<file path="config.mk">
export PLATFORM = sky130hd
export DESIGN_NAME = microseq_core
export DESIGN_NICKNAME = d
export VERILOG_FILES = /design/src/rtl/useq_pkg.sv /design/src/rtl/useq_table.sv /design/src/rtl/useq_next.sv /design/src/rtl/microseq_core.sv
export SDC_FILE = /design/constraint.sdc
export NUM_CORES = 1
export LEC_CHECK = 0
export BUFFER_PORTS_ARGS = -buffer_cell sky130_fd_sc_hd__buf_4
export CORE_AREA = 2 2 286 288
export DETAILED_ROUTE_END_ITERATION = 16
export DIE_AREA = 0 0 288 290
export PLACE_DENSITY = 0.78
export SLEW_MARGIN = 40
export SYNTH_ARGS = -nofsm -noshare
export SYNTH_HDL_FRONTEND = slang
export SYNTH_SLANG_ARGS = --single-unit
</file>
<file path="constraint.sdc">
create_clock -name clk -period 3.3 [get_ports clk]
set_clock_uncertainty 0.05 [all_clocks]
set_input_delay 0.66 -clock clk [delete_from_list [all_inputs] [get_ports clk]]
set_output_delay 0.66 -clock clk [all_outputs]
set_load 0.02 [all_outputs]
</file>
<file path="src/rtl/useq_pkg.sv">
package useq_pkg;

    // position of the sequencing bits inside a control word
    localparam int CLR_IDX = 0;   // control bit 1
    localparam int LD_IDX  = 1;   // control bit 2

    typedef enum logic [1:0] {
        ACT_RESET,
        ACT_CLEAR,
        ACT_LOAD,
        ACT_STEP
    } upc_act_e;

endpackage

</file>
<file path="src/rtl/useq_table.sv">
module useq_table #(
    parameter int DEPTH = 64,
    parameter int WIDTH = 15,
    localparam int AW   = $clog2(DEPTH)
) (
    input  logic             clk,
    input  logic             we,
    input  logic [AW-1:0]    waddr,
    input  logic [WIDTH-1:0] wdata,
    input  logic [AW-1:0]    raddr,
    output logic [WIDTH-1:0] rdata
);

    typedef struct packed {
        logic [DEPTH-1:0][WIDTH-1:0] row;
    } tbl_state_t;

    tbl_state_t st_d, st_q;

    always_comb begin
        st_d = st_q;
        for (int i = 0; i < DEPTH; i++) begin
            if (we && (waddr == AW'(i))) begin
                st_d.row[i] = wdata;
            end
        end
    end

    always_ff @(posedge clk) begin
        st_q <= st_d;
    end

    // read is combinational: a write shows from the next cycle on
    assign rdata = st_q.row[raddr];

endmodule

</file>
<file path="src/rtl/useq_next.sv">
module useq_next
    import useq_pkg::*;
#(
    parameter int AW = 6
) (
    input  logic          clk,
    input  logic          rst_n,
    input  logic          clr,
    input  logic          ld,
    input  logic [AW-1:0] target,
    output logic [AW-1:0] upc
);

    typedef struct packed {
        logic [AW-1:0] pc;
    } seq_state_t;

    seq_state_t st_d, st_q;
    upc_act_e   act;

    // clear outranks load, load outranks step
    always_comb begin
        if (!rst_n) begin
            act = ACT_RESET;
        end else if (clr) begin
            act = ACT_CLEAR;
        end else if (ld) begin
            act = ACT_LOAD;
        end else begin
            act = ACT_STEP;
        end
    end

    always_comb begin
        st_d = st_q;
        unique case (act)
            ACT_RESET: st_d.pc = '0;
            ACT_CLEAR: st_d.pc = '0;
            ACT_LOAD:  st_d.pc = target;
            ACT_STEP:  st_d.pc = st_q.pc + AW'(1);
            default:   st_d.pc = '0;
        endcase
    end

    always_ff @(posedge clk) begin
        st_q <= st_d;
    end

    assign upc = st_q.pc;

endmodule

</file>
<file path="src/rtl/microseq_core.sv">
module microseq_core
    import useq_pkg::*;
#(
    parameter int UPC_W = 6,
    parameter int CW_W  = 15,
    parameter int OP_W  = 5
) (
    input  logic             clk,
    input  logic             rst_n,
    input  logic [OP_W-1:0]  bus_lo,
    input  logic             cs_we,
    input  logic [UPC_W-1:0] cs_waddr,
    input  logic [CW_W-1:0]  cs_wdata,
    input  logic             dec_we,
    input  logic [OP_W-1:0]  dec_waddr,
    input  logic [UPC_W-1:0] dec_wdata,
    output logic [CW_W-1:0]  ctrl_word,
    output logic [UPC_W-1:0] upc
);

    localparam int CS_DEPTH  = 1 << UPC_W;
    localparam int DEC_DEPTH = 1 << OP_W;

    logic [UPC_W-1:0] dec_target;

    useq_table #(
        .DEPTH (CS_DEPTH),
        .WIDTH (CW_W)
    ) u_store (
        .clk   (clk),
        .we    (cs_we),
        .waddr (cs_waddr),
        .wdata (cs_wdata),
        .raddr (upc),
        .rdata (ctrl_word)
    );

    useq_table #(
        .DEPTH (DEC_DEPTH),
        .WIDTH (UPC_W)
    ) u_decode (
        .clk   (clk),
        .we    (dec_we),
        .waddr (dec_waddr),
        .wdata (dec_wdata),
        .raddr (bus_lo),
        .rdata (dec_target)
    );

    useq_next #(
        .AW (UPC_W)
    ) u_next (
        .clk    (clk),
        .rst_n  (rst_n),
        .clr    (ctrl_word[CLR_IDX]),
        .ld     (ctrl_word[LD_IDX]),
        .target (dec_target),
        .upc    (upc)
    );

endmodule

</file>
==> flow_summary.toml <==
[critical_path]
critPathRequiredTime_ps = 2590
crit_path_end_kind = "primary output"
reg2reg_to = "u_next.upc[0]"
arrival_ps = 3370
endpoint = "ctrl_word[12]"
crit_fanout = 15
r2r_start = "u_next.upc[0]"
crit_path_start_kind = "register"
cp-startpoint = "u_next.upc[0]"
r2r_slack_ps = 450
crit_type = "reg -> out"
worst-r2r-cell-count = 10

[synth]
synthArstFlopShare_pct = 0
ys_seq_area_share_pct = 77.5
avgSynthCellArea_um2 = 22.8
synth-edff-count = 1152
syn_area_um2 = 44800
synthFlopType = "edfxtp_1"
syn_inst = 1968
synth-seq-cells = 1158
synth.distinct_cells = 43
synth_warnings = 0
synth_fp_nets = 2010

[global_route]
grt_pass1_wl_mm = 167
overflow = 0
grt_pass1_vias = 23500
grt_start_max_net_pins = 65
track_usage_pct = 28.2
antenna_found_initial = 5

[placed_design]
dp_hpwl_mm = 63.4
io_buffers = 61
gp_congestion = 0.867

[pwr]
p_leak_nw = 16.4
p_per_area_nw_per_um2 = 762
ir_drop_v = 0.000602

[route]
ant_nets = 0
wl_per_cell_um = 34.9
drc = 0
dr.pass1.iters = 8
drt_iter0_drc = 3495
num_vias = 23200
via_per_inst = 6.87
wl_mm = 118

[cts]
hold_buffers = 0
cts_tree = "done"
clkLatencyLatePin_ps = 700
cts.sinks = 1158
clk_pin_slew_ps = 60
ctsRootBufferMaster = "clkbuf_16"
clk_path_buf_depth = 3
cts_inserted_buffers = 110
htree_num_levels = 3

[hold_path]
hold_class = "in -> reg"

[floorplanning]
core_um2 = 80200
io_pins = 62
dieArea_um2 = 83500
fp.dieW_um = 288
initial_core_util_pct = 55.9
num_rows = 104
die_h_um = 290

[sta]
timing.final.hold_violations = 0
tns_ps = -10850
setup_viol = 15
grt_setup_unrepaired = "yes"
period_share_pct = 124
max_freq_mhz = 245
min_period_ps = 4080
hold_ws_ps = 348
setup_ws_ps = -783
worst_slew_pin_slew_ps = 845
report.final.slew_viol_count = 0
slew_headroom_pct = 43.5

[layout]
multi_input_area_um2 = 9650
final_cell_mix = "1152 x edfxtp_1, 309 x mux4_2, 187 x buf_4"
nNetsFinal = 2264
layout_commonest_cell = "edfxtp_1"
fillCellCount = 4920
area_growth_syn_to_layout_pct = 15.9
regArea_um2 = 34700
layout-drive-gt1-share_pct = 32.7

[job]
drv_cap = 0

[status]
violations = "setup timing"
outcome = "finished, violations left"
[layout make-up]
type	count	share of cell area, %
diodes	3	0.0145
repair buffers	247	4.81
inverters	6	0.0530
multi-input cells	699	18.6
clock buffers	129	5.50
well taps	1060	2.55
clock inverters	77	1.58
flip-flops and latches	1158	66.9
[flip-flops by register name, summed over array words and instances, names as in the netlist]
register and cells:
u_store.st_q 960, u_decode.st_q 192, u_next.upc 6
[worst min path at each step]
stage	startpoint	end	depth (start not counted)
global placement	u_next.upc[5]	u_next.upc[5]	3
CTS	dec_wdata[5]	u_decode.st_q[125]	1
global route	dec_wdata[5]	u_decode.st_q[173]	1
floorplan	u_decode.st_q[6]	u_next.upc[0]	6
finish	dec_wdata[3]	u_decode.st_q[171]	1
detailed placement	u_next.upc[5]	u_next.upc[5]	3
[synth_stat cells, types with 3 or more instances]
master	count	area (um^2)
buf_4	15	113
clkbuf_1	43	161
xnor2_1	3	26.3
a211oi_2	5	62.6
a21oi_1	7	35.0
edfxtp_1	1152	34600
a211oi_1	3	22.5
buf_2	23	115
buf_1	19	71.3
nor3_1	5	25.0
nand4_1	8	50.1
nand2b_1	4	25.0
nand3_1	34	170
a22oi_1	38	285
and3_1	3	18.8
nor2_1	107	402
mux2_2	8	90.1
and2_1	3	18.8
dfxtp_1	6	120
or2_2	3	18.8
inv_1	4	15.0
buf_6	5	56.3
nor2b_1	15	93.8
nand2_1	31	116
mux4_2	309	6960
mux2i_1	92	921
[where the power goes]
part	switching (mW)	internal, mW
sequential	0.136	16.3
combinational	5.28	5.06
clock	5.50	7.24
[per-layer routing]
metal  up-vias  GRT usage [%]  wire, um
met5         -              0        51
met4         8           12.0      5560
met3       379           6.79     13900
met2      1986           45.2     57900
met1     12000           37.5     40600
li1       8852              -         -
[through the flow]
stage / util, % / power, mW / cells / setup slack, ps / instance area [um^2]
2_1_floorplan: - / 22.4 / 1968 / 40.2 / 44800
3_3_place_gp: 59.3 / 25.5 / 3135 / -93.7 / 47600
3_5_place_dp: 59.3 / 25.8 / 3135 / -147 / 47600
4_1_cts: 64.5 / 39.2 / 3366 / -766 / 51700
5_1_grt: 64.8 / 40.4 / 3376 / -810 / 51900
6_report: 64.8 / 39.5 / 3379 / -783 / 51900
[cell families (layout without fill, tap and decap cells)]
kind of cell               Yosys count  after routing  synth area share [%]
DFF                               1158           1158                  77.5
other                                0              3                     0
xor gates and xnor gates             4              4                0.0782
muxes                              409            409                  17.8
adders and majority gates            1              1                0.0279
and+or+nand+nor                    217            217                  2.16
AOI/OAI and AO/OA                   68             68                  1.21
buffers and inverters              111            459                  1.20
[timing repair]
item                                    in CTS  in global routing
gates resized for setup                     40                 17
pin swaps                                    5                  3
cloned                                       5                  1
buffers inserted                            20                  8
endpoints found under the setup margin      15                 15
[worst max-delay path, stage by stage (launching register included)]
cell,delay (ps)
dfxtp_4,360
buf_12,130
buf_16,180
buf_12,180
mux4_2,530
mux4_2,540
mux4_2,570
buf_4,190
Power figures use the tool's default switching activity.
